### config.mk
export PLATFORM = sky130hd
export DESIGN_NAME = keyed_wdt
export DESIGN_NICKNAME = d
export VERILOG_FILES = /design/src/rtl/wdt_pkg.sv /design/src/rtl/wdt_prescaler.sv /design/src/rtl/wdt_key_gate.sv /design/src/rtl/wdt_core.sv /design/src/rtl/keyed_wdt.sv
export SDC_FILE = /design/constraint.sdc
export NUM_CORES = 1
export LEC_CHECK = 0
export BUFFER_PORTS_ARGS = -buffer_cell sky130_fd_sc_hd__buf_2
export CORE_MARGIN = 10
export CORE_UTILIZATION = 51
export DETAILED_ROUTE_END_ITERATION = 8
export HOLD_SLACK_MARGIN = 0.12
export PLACE_DENSITY = 0.73
export SYNTH_ARGS = -nofsm -noshare
export SYNTH_HDL_FRONTEND = slang
export SYNTH_SLANG_ARGS = --single-unit
### constraint.sdc
create_clock -name clk_i -period 2.1 [get_ports clk_i]
set_input_delay 0.315 -clock clk_i [delete_from_list [all_inputs] [get_ports clk_i]]
set_output_delay 0.315 -clock clk_i [all_outputs]
set_load 0.03 [all_outputs]
### src/rtl/wdt_pkg.sv
package wdt_pkg;
  typedef enum logic {
    CMD_STOP  = 1'b0,
    CMD_START = 1'b1
  } wdt_cmd_e;
endpackage

### src/rtl/wdt_prescaler.sv
module wdt_prescaler #(
  parameter int unsigned DIV = 131072
) (
  input  logic clk_i,
  input  logic rst_ni,
  input  logic run_i,
  input  logic restart_i,
  output logic tick_o
);
  localparam int unsigned PW = (DIV > 2) ? $clog2(DIV) : 1;

  logic [PW-1:0] phase_q;

  assign tick_o = run_i && (phase_q == PW'(DIV - 1));

  always_ff @(posedge clk_i or negedge rst_ni) begin
    if (!rst_ni) begin
      phase_q <= '0;
    end else if (restart_i || !run_i || tick_o) begin
      phase_q <= '0;
    end else begin
      phase_q <= phase_q + 1'b1;
    end
  end
endmodule

### src/rtl/wdt_key_gate.sv
module wdt_key_gate #(
  parameter int unsigned KEY_W = 7
) (
  input  logic             clk_i,
  input  logic             rst_ni,
  input  logic             wr_en_i,
  input  logic [KEY_W-1:0] key_i,
  input  logic             block_i,
  output logic             accept_o,
  output logic [KEY_W-1:0] key_o
);
  logic [KEY_W-1:0] key_q;

  assign accept_o = wr_en_i && !block_i && (key_i == ~key_q);
  assign key_o    = key_q;

  always_ff @(posedge clk_i or negedge rst_ni) begin
    if (!rst_ni)       key_q <= '0;
    else if (accept_o) key_q <= key_i;
  end
endmodule

### src/rtl/wdt_core.sv
module wdt_core
  import wdt_pkg::*;
#(
  parameter int unsigned CNT_W    = 8,
  parameter int unsigned RST_HOLD = 16
) (
  input  logic             clk_i,
  input  logic             rst_ni,
  input  logic             accept_i,
  input  wdt_cmd_e         cmd_i,
  input  logic [CNT_W-1:0] load_i,
  input  logic             tick_i,
  output logic [CNT_W-1:0] count_o,
  output logic             run_o,
  output logic             nmi_o,
  output logic             hold_o
);
  localparam int unsigned HW = $clog2(RST_HOLD + 1);

  logic [CNT_W-1:0] cnt_q;
  logic             run_q;
  logic             nmi_q;
  logic [HW-1:0]    hold_q;

  always_ff @(posedge clk_i or negedge rst_ni) begin
    if (!rst_ni) begin
      cnt_q  <= '0;
      run_q  <= 1'b0;
      nmi_q  <= 1'b0;
      hold_q <= '0;
    end else begin
      nmi_q <= 1'b0;
      if (hold_q != '0) begin
        hold_q <= hold_q - 1'b1;
      end else if (accept_i) begin
        if (cmd_i == CMD_START) begin
          cnt_q <= load_i;
          run_q <= 1'b1;
        end else begin
          run_q <= 1'b0;
        end
      end else if (run_q && tick_i) begin
        if (cnt_q <= CNT_W'(1)) begin
          // bite: counter expired
          cnt_q  <= '0;
          run_q  <= 1'b0;
          hold_q <= HW'(RST_HOLD);
        end else begin
          cnt_q <= cnt_q - 1'b1;
          nmi_q <= (cnt_q == CNT_W'(2));
        end
      end
    end
  end

  assign count_o = cnt_q;
  assign run_o   = run_q;
  assign nmi_o   = nmi_q;
  assign hold_o  = (hold_q != '0);
endmodule

### src/rtl/keyed_wdt.sv
module keyed_wdt
  import wdt_pkg::*;
#(
  parameter int unsigned CNT_W     = 8,
  parameter int unsigned KEY_W     = 7,
  parameter int unsigned PRESC_DIV = 131072,
  parameter int unsigned RST_HOLD  = 16
) (
  input  logic             clk_i,
  input  logic             rst_ni,
  input  logic             wr_en_i,
  input  logic             wr_cmd_i,
  input  logic [CNT_W-1:0] wr_cnt_i,
  input  logic [KEY_W-1:0] wr_key_i,
  output logic [CNT_W-1:0] count_o,
  output logic             running_o,
  output logic             nmi_o,
  output logic             wd_rst_o
);
  logic             accept;
  logic             tick;
  logic             hold;
  logic [KEY_W-1:0] stored_key;
  wdt_cmd_e         cmd;

  assign cmd = wdt_cmd_e'(wr_cmd_i);

  wdt_key_gate #(.KEY_W(KEY_W)) i_key (
    .clk_i    (clk_i),
    .rst_ni   (rst_ni),
    .wr_en_i  (wr_en_i),
    .key_i    (wr_key_i),
    .block_i  (hold),
    .accept_o (accept),
    .key_o    (stored_key)
  );

  wdt_prescaler #(.DIV(PRESC_DIV)) i_presc (
    .clk_i     (clk_i),
    .rst_ni    (rst_ni),
    .run_i     (running_o),
    .restart_i (accept && (cmd == CMD_START)),
    .tick_o    (tick)
  );

  wdt_core #(.CNT_W(CNT_W), .RST_HOLD(RST_HOLD)) i_core (
    .clk_i    (clk_i),
    .rst_ni   (rst_ni),
    .accept_i (accept),
    .cmd_i    (cmd),
    .load_i   (wr_cnt_i),
    .tick_i   (tick),
    .count_o  (count_o),
    .run_o    (running_o),
    .nmi_o    (nmi_o),
    .hold_o   (hold)
  );

  assign wd_rst_o = hold;
endmodule

Word-level counts from Yosys, hierarchy flattened. Index checks and enable logic that the tools add are counted. W data, S select, Z words.

Div/mod/pow operators: 0. Multiply operators: 0. Muxes and demuxes: 17. Equal/unequal tests: 5. Add/subtract/negate cells: 3. Magnitude comparators: 1. Bitwise gates (word level): 2. Reduce and logical (&&, ||, !) cells: 17. Shift-type cells: 0.

Operator list (count): $mux W8 (4); $mux W5 (4); $add A17 B1 Y17 const B (1); $eq A17 B17 Y1 const B (1); $mux W17 (1); $reduce_and A3 Y1 (3); $eq A8 B2 Y1 const B (1); $le A8 B1 Y1 const B (1); $mux W1 (8); $reduce_bool A2 Y1 (4); $sub A8 B1 Y8 const B (1); $eq A7 B7 Y1 (1); $not A7 Y7 (1); $logic_and A1 B1 Y1 (5); $reduce_bool A5 Y1 (1); $sub A5 B1 Y5 const B (1); $logic_not A1 Y1 (2); $logic_or A1 B1 Y1 (2); $ne A2 B1 Y1 const B (1); $ne A2 B2 Y1 const B (1); $not A1 Y1 (1).

Logic and storage cells: 51. RAM bits: 0. Memory bits (read-only): 0. Memories kept: 0. Input port bits: 19. Bits in latches: 0. Register bits: 39. Output and inout port bits: 11.

Longest topological paths before layout. Gate-level depths: netlist of run 1.

Depth in word-level cells: 8. Mapped depth: 10. Mapped depth without buffers: 10.

Cells and area by module. From an unflattened synthesis of run 1, not the netlist that was laid out.

Cell total of the unflattened synthesis: 222. Area, all modules: 2217.1 um^2.

Modules (own cells, without submodules): wdt_core (sequential area each 375.4 um^2, cells an instance 106, area each 972.2 um^2, instances 1); wdt_prescaler (sequential area each 425.4 um^2, cells an instance 91, area each 888.4 um^2, instances 1); wdt_key_gate (sequential area each 175.2 um^2, cells an instance 24, area each 350.3 um^2, instances 1); keyed_wdt (sequential area each 0.0 um^2, cells an instance 1, area each 6.3 um^2, instances 1).

Worst setup path after synthesis of run 1. Ideal clock, no wire load.

Path type: reg-to-reg. Start: reg i_presc.phase_q[0]. End: reg i_core.cnt_q[0], in the netlist i_core.count_o[0]. Path buffers: 0. Cell stages (with the launch flop): 9. Library setup time: 0.087 ns. Data required time: 2.013 ns. Slack: -0.164 ns. Data arrival time: 2.177 ns. Period minus slack after synthesis: 2.264 ns. Cell sequence: dfrtp_1 ha_1 nand2_1 nor3_1 and3_1 ha_1 nand3_1 or4_2 o211ai_1.

Longest elaborated chain between the ends: 5.

RTL lines: start: declaration (line wdt_prescaler.sv:12) `logic [PW-1:0] phase_q;`; start signal: assignment (line wdt_prescaler.sv:22) `phase_q <= phase_q + 1'b1;`; $eq A17 B17 Y1 (line wdt_prescaler.sv:14) `assign tick_o = run_i && (phase_q == PW'(DIV - 1));`; $logic_and A1 B1 Y1 (line wdt_prescaler.sv:14); $logic_and A1 B1 Y1 (line wdt_core.sv:42) `end else if (run_q && tick_i) begin`; $reduce_bool A2 Y1 (no source line); $reduce_and A3 Y1 (no source line); end signal: assignment (line wdt_core.sv:37) `cnt_q <= load_i;`; end signal: assignment (line wdt_core.sv:49) `cnt_q <= cnt_q - 1'b1;`; end: declaration (line wdt_core.sv:20) `logic [CNT_W-1:0] cnt_q;`.

No other way between the ends. A chain may end at the register's enable or synchronous reset.

Worst setup path in the final report of run 1.
Start: reg i_presc.phase_q[0]. End: reg i_core.cnt_q[6], in the netlist i_core.count_o[6].

Same word-level chain as after synthesis.

==> flow_summary_export.csv, run 1 <==
group,metric,value,unit
critical_path,critPathLaunchType,"flop",
critical_path,rr_worst_depth,10,
global_route,grt_usage,0.139,
placed_design,post-dp-hpwl,3550,um
clock_network,htree_levels,2,
critical_path,r2r_start,"i_presc.phase_q[0]$_DFF_PN0_",
critical_path,critical_path.max_fanout,3,
timing,finClkSkew,0.00890,ns
clock_network,numCtsBuffers,5,
synthesis,ys_types,40,
synthesis,synth_top_area_frac,0.452,
route,ant_nets,0,
timing,slew_headroom,0.685,
route,post_drt_wl_per_cell,15.3,um
die,initial_utilization,0.532,
critical_path,ff2ff_setup_slack,-0.07,ns
route,drc,0,
outcome,status,"complete, but fails checks",
synthesis,synth_edf_count,0,
pwr,pwr_density_cell,724,nW/um^2
clock_network,root_buffer,"clkbuf_8",
die,core_area,4060,sq um
timing,hold_viol,0,
timing,setup_slack,-0.0713,ns
global_route,gr-total-overflow,0,
synthesis,synth_common_cells,"dfrtp_1, nor2_1, xor2_1",
critical_path,worst_ep_arrival_time,2.34,ns
pwr,irDropWorstVdd,0.000555,V
critical_path,crit_type,"reg -> reg",
synthesis,synth_top_area_cell,"dfrtp_1",
hold_path,hold_start,"wr_cnt_i[0]",
pwr,leakagePower,0.00141,uW
synthesis,synth_most_common_cell,"dfrtp_1",
clock_network,cts_tree,"done",
timing,setup_violations,2,
synthesis,syn_area_per_cell,10.5,sq um
critical_path,crit_required,2.27,ns
hold_path,hold_path_class,"in -> reg",
layout,drive_above_1_share,0.421,
timing,period_share,1.03,
critical_path,cp-end-kind,"flop",
timing,fmax,461,MHz
die,die_w,85.0,um
route,firstDrtPassIters,4,
clock_network,clk_pin_slew,0.08,ns
route,dr_total_vias,1801,
route,via_per_inst,5.46,
synthesis,synth_cells,206,
run,drv_cap,0,
synthesis,async_flop_share,1.00,
outcome,violations,"setup timing",
layout,n_antenna_cell,0,
timing,tns,-0.126,ns
global_route,grt_start_max_net_pins,22,
timing,report.final.slew_viol_count,0,
layout,final_net_count,305,
hold_path,hold_end,"i_core.count_o[0]$_DFFE_PN0P_",
timing,worst_pin_slew,0.472,ns
global_route,antenna_found_initial,0,
route,drt_iter0_drc,75,
synthesis,synth-seq-area-share,0.452,
placed_design,place_congestion,0.868,
synthesis,synth_area,2160,sq um
placed_design,place_ws,-0.0311,ns
clock_network,clockBufferDepth,2,
global_route,grt_pass1_wl,8410,um
hold_path,hold_depth,3,
route,wl,5060,um
layout,areaGrowthSynthToFinish,35.6,%
global_route,grt_pass1_vias,1816,
synthesis,ys.flop_type,"dfrtp_1",
clock_network,cts_sinks,39,
synthesis,synth-seq-cells,39,
synthesis,yosys-top-cells-area,"dfrtp_1, xor2_1, mux2i_1, mux2_2, nor2_1",
synthesis,syn_nets,232,
critical_path,rr_endpoint,"i_core.count_o[6]$_DFFE_PN0P_",
die,die_area,7230,sq um
timing,rsz0062_at_grt,"true",
synthesis,yosys_warnings,0,
die,rows,23,
placed_design,port_buffers,29,
pwr,total_power,2120,uW
die,die_h,85.0,um
die,io_pins,30,
timing,fin_crit,2.17,ns
clock_network,clk_latency,0.29,ns
[through the flow]
step           instance area (sq um)   util  hold slack, ns  cells
6_report                        2920  0.721           0.270    330
5_1_grt                         2920  0.721           0.268    330
4_1_cts                         2730  0.673           0.265    318
3_5_place_dp                    2580  0.637           0.295    309
3_3_place_gp                    2580  0.637           0.293    309
2_1_floorplan                   2180      -          0.0194    206
[what timing repair did]
action / in CTS / in global routing
pin swaps: 1 / 7
gates resized for setup: 4 / 20
gates cloned: 0 / 1
endpoints found under the hold margin: 19 / 0
hold buffers: 1 / 0
buffers inserted: 0 / 11
setup endpoints to repair: 2 / 27
[cell families (layout without fill, tap and decap cells)]
logic type      Yosys count  after routing  share of synthesized area
xor+xnor                 21             21                     0.0853
mux                      22             22                      0.107
simple gates             81             81                      0.211
buf+inv                  15             89                     0.0383
compound gates           21             21                     0.0655
flops                    39             39                      0.452
fa+ha+maj                 7              7                     0.0406
[state kept, by name, indices dropped and copies added, names as in the netlist]
signal / cells
i_presc.phase_q: 17
i_core.count_o: 8
i_key.key_o: 7
i_core.hold_q: 5
i_core.nmi_o: 1
i_core.run_o: 1
[power by group]
part	internal [uW]	switching, uW
Combinational	252	294
Clock	384	264
Sequential	844	77.5
[placed cells by master (no fill, tap or decap), types with 6 or more instances in the layout]
cell / n
buf_2: 29
buf_4: 36
clkbuf_8: 6
dfrtp_1: 39
inv_1: 7
mux2_2: 9
mux2i_1: 13
nand2_1: 6
nand3_1: 10
nor2_1: 27
nor3_1: 8
xnor2_1: 6
xor2_1: 15
[how the worst max path moves through the flow]
stage | startpoint | to | depth (start not counted)
global placement | i_presc.phase_q[0]$_DFF_PN0_ | i_core.count_o[6]$_DFFE_PN0P_ | 10
CTS | i_presc.phase_q[7]$_DFF_PN0_ | i_core.count_o[6]$_DFFE_PN0P_ | 9
detailed placement | i_presc.phase_q[0]$_DFF_PN0_ | i_core.count_o[6]$_DFFE_PN0P_ | 10
global route | i_presc.phase_q[0]$_DFF_PN0_ | i_core.count_o[6]$_DFFE_PN0P_ | 10
floorplan | i_core.hold_q[0]$_DFFE_PN0P_ | i_core.count_o[6]$_DFFE_PN0P_ | 8
finish | i_presc.phase_q[0]$_DFF_PN0_ | i_core.count_o[6]$_DFFE_PN0P_ | 10
[layer usage]
| metal | global-route usage | wire (um) |
|---|---|---|
| met1 | 0.159 | 2120 |
| met2 | 0.243 | 2690 |
| met3 | 0.0354 | 183 |
| met4 | 0.0509 | 71 |
| met5 | 0 | 0 |
[cell type report]
cell class                      instances  area [sq um]
Clock buffer                            6          82.6
Clock inverter                          2          35.0
Fill cell                             287          1130
Inverter                               10          37.5
Multi-Input combinational cell        152          1220
Sequential cell                        39           976
Tap cell                               50          62.6
Timing Repair Buffer                   71           513
[critical path, stage by stage, from the launching register on]
cell	delay, ns
dfrtp_1	0.35
ha_2	0.18
nand2_2	0.07
nor3_4	0.19
and3_4	0.22
ha_4	0.14
nand3_2	0.08
or3_4	0.37
nor3_4	0.13
mux2i_1	0.21
mux2i_1	0.10
(Power assumes the default switching activity.)
==> run 2, diff against run 1 <==
--- a/config.mk
+++ b/config.mk
@@ -13,4 +13,5 @@
 export PLACE_DENSITY = 0.73
 export SYNTH_ARGS = -nofsm -noshare
 export SYNTH_HDL_FRONTEND = slang
+export SYNTH_HIERARCHICAL = 1
 export SYNTH_SLANG_ARGS = --single-unit
==> run 2 against run 1 <==
Net effect:
- the run still ends with setup timing left
- non-clock buffer count increased by 6
- die area increased by 2.1%
- clock skew decreased by 0.00081 ns
- first-iteration DRC count increased by 40%
- clock power decreased by 12%
- worst setup slack got worse by 0.15 ns
- register-to-register slack got worse by 0.15 ns
- via count increased by 15%
- combinational power decreased by 67%
- critical path depth increased by 2
- total power decreased by 27%
- flip-flop and latch count unchanged
- largest cell class unchanged
- largest power group unchanged
==> flow_summary_export.csv, run 2 <==
group,metric,value,unit
layout,n_antenna_cell,0,
synthesis,ys_types,54,
synthesis,syn_nets,248,
placed_design,post-dp-hpwl,3930,um
timing,slew_headroom,0.601,
layout,final_cell_mix,"buf_4, dfrtp_1, buf_2, nor2_1, nand2_1",
timing,worst_pin_slew,0.597,ns
route,firstDrtPassIters,4,
die,die_w,85.9,um
synthesis,synth_top_family_by_area,"simple AND/OR/NAND/NOR gates",
synthesis,ys.flop_type,"dfrtp_1",
timing,setup_violations,35,
layout,final_common_cell,"buf_4",
route,post_drt_wl_per_cell,16.7,um
critical_path,critPathLaunchType,"flop",
synthesis,synth_mux_area_frac,0.0542,
timing,fin_crit,2.32,ns
synthesis,synth_cells,222,
pwr,pwr_density_cell,502,nW/um^2
critical_path,cpMostUsedCell,"inv_2",
synthesis,synth_compound_area_frac,0.151,
clock_network,root_buffer,"clkbuf_8",
synthesis,synth_edf_count,0,
layout,drive_above_1_share,0.447,
synthesis,yosys-top-cells-area,"dfrtp_1, mux2_2, ha_1, a21oi_1, nor2_1",
pwr,irDropWorstVdd,0.000426,V
timing,hold_slack,0.275,ns
layout,finalCoreUtilization,0.746,
synthesis,synth_top_area_frac,0.440,
critical_path,worst_path_max_delay_cell,"dfrtp_1",
synthesis,async_flop_share,1.00,
global_route,antenna_found_initial,0,
die,io_pins,30,
synthesis,synth_fa_ha_area_frac,0.0395,
critical_path,crit_required,2.28,ns
synthesis,synth_area,2220,sq um
placed_design,port_buffers,29,
timing,fmax,431,MHz
timing,hold_viol,0,
outcome,status,"complete, but fails checks",
die,die_h,85.9,um
clock_network,cts_sinks,39,
clock_network,cts_tree,"done",
timing,report.final.slew_viol_count,0,
critical_path,critical_path.max_fanout,6,
route,drt_iter0_drc,105,
hold_path,hold_path_class,"in -> reg",
die,die_area,7380,sq um
timing,finClkSkew,0.00808,ns
die,rows,23,
synthesis,synth-seq-cells,39,
route,wl,5870,um
route,via_per_inst,5.89,
route,drc,0,
clock_network,clockBufferDepth,2,
global_route,grt_usage,0.158,
critical_path,cp-end-kind,"flop",
synthesis,synth-xor-area-share,0.0474,
critical_path,crit_chain,"inv_2 -> ha_4 -> nor4b_4 -> inv_2 -> nand3b_1 -> nor4_4 -> buf_6 -> buf_4 -> and3b_1 -> o21ai_2 -> a211oi_2 -> nor3_2",
clock_network,numCtsBuffers,5,
global_route,grt_start_max_net_pins,26,
timing,setup_slack,-0.218,ns
synthesis,synth_common_cells,"dfrtp_1, a21oi_1, nor2_1",
layout,max_flop_register,"i_presc/phase_q",
timing,rsz0062_at_grt,"true",
route,dr_total_vias,2072,
synthesis,synth_most_common_cell,"dfrtp_1",
synthesis,syn_area_per_cell,9.99,sq um
placed_design,place_congestion,0.836,
synthesis,synth-seq-area-share,0.440,
synthesis,yosys_warnings,6,
outcome,violations,"setup timing",
pwr,leakagePower,0.00137,uW
clock_network,clk_pin_slew,0.08,ns
critical_path,critical_path.max_stage_delay,0.40,ns
die,core_area,4120,sq um
clock_network,htree_levels,2,
global_route,grt_pass1_wl,9650,um
synthesis,synth-simple-area-share,0.236,
run,drv_cap,0,
synthesis,synth_top_area_cell,"dfrtp_1",
layout,final_net_count,327,
clock_network,clk_latency,0.30,ns
critical_path,crit_type,"reg -> reg",
die,initial_utilization,0.539,
global_route,grt_pass1_vias,2102,
layout,areaGrowthSynthToFinish,38.4,%
critical_path,worst_ep_arrival_time,2.50,ns
timing,period_share,1.10,
layout,n_fill_cell,313,
global_route,gr-total-overflow,0,
layout,largest_register_ffs,17,
route,ant_nets,0,
[run 2: repair_timing]
action / CTS / global route
pin swaps: 7 / 12
endpoints found under the hold margin: 23 / 0
hold buffers: 1 / 0
endpoints found under the setup margin: 34 / 35
buffers inserted: 4 / 5
resized for setup: 10 / 27
cloned: 3 / 0
[run 2: cell families after synthesis]
kind of cell	after synthesis
adders and majority gates	7
DFF	39
buffers and inverters	16
xor gates and xnor gates	12
and+or+nand+nor	84
AOI/OAI and AO/OA	53
muxes	11
[run 2: power breakdown]
part           total (uW)  internal, uW  leakage, uW  switching, uW
registers             791           770     0.000527           21.1
clock network         571           299    0.0000505            272
logic                 178          78.5     0.000791           99.2
total                1540          1150      0.00137            392
[run 2: per-stage QoR]
stage	instance area (sq um)	cells	total power (uW)	setup WS, ns	TNS [ns]
2_1_floorplan	2310	222	886	-0.368	-5.46
3_3_place_gp	2730	331	958	-0.0529	-0.279
3_5_place_dp	2730	331	962	-0.155	-2.17
4_1_cts	2930	347	1550	-0.0941	-0.987
5_1_grt	3070	352	1610	-0.336	-7.05
6_report	3070	352	1540	-0.218	-2.75
[run 2: cell type report]
type / instances / area, sq um / share of cell area
clock inverter: 1 / 7.51 / 0.00245
inverter: 10 / 37.5 / 0.0122
tap: 50 / 62.6 / 0.0204
multi-input combinational: 168 / 1360 / 0.442
clock buffer: 7 / 96.3 / 0.0314
timing repair buffer: 77 / 532 / 0.173
sequential: 39 / 976 / 0.318
[run 2: final timing paths]
kind | start | endpoint | slack, ns | depth (start not counted)
min | wr_key_i[4] | i_key/key_o[4]$_DFFE_PN0P_ | 0.27 | 2
min in group asynchronous | rst_ni | i_core/hold_q[4]$_DFFE_PN0P_ | 0.55 | 2
min reg2reg | i_key/key_o[1]$_DFFE_PN0P_ | i_key/key_o[1]$_DFFE_PN0P_ | 0.53 | 1
max reg2reg | i_core/hold_q[1]$_DFFE_PN0P_ | i_core/count_o[5]$_DFFE_PN0P_ | -0.22 | 12
max | i_core/hold_q[1]$_DFFE_PN0P_ | i_core/count_o[5]$_DFFE_PN0P_ | -0.22 | 12
max in group asynchronous | rst_ni | i_presc/phase_q[12]$_DFF_PN0_ | 0.99 | 3
[run 2: metal layers]
metal / up-vias / global-route usage / part of all wire
met2: 57 / 0.262 / 0.50
met5: - / 0 / 0
met1: 1016 / 0.184 / 0.42
met3: 13 / 0.0501 / 0.058
met4: 0 / 0.0614 / 0.023
li1: 986 / - / -
[run 2: worst max-delay path: cells and delay by family, from the launching register on]
family / cells / cell delay, ns
adders and majority gates: 1 / 0.13
and+or+nand+nor: 5 / 0.96
DFF: 1 / 0.40
buffers and inverters: 4 / 0.42
AOI/OAI and AO/OA: 2 / 0.29
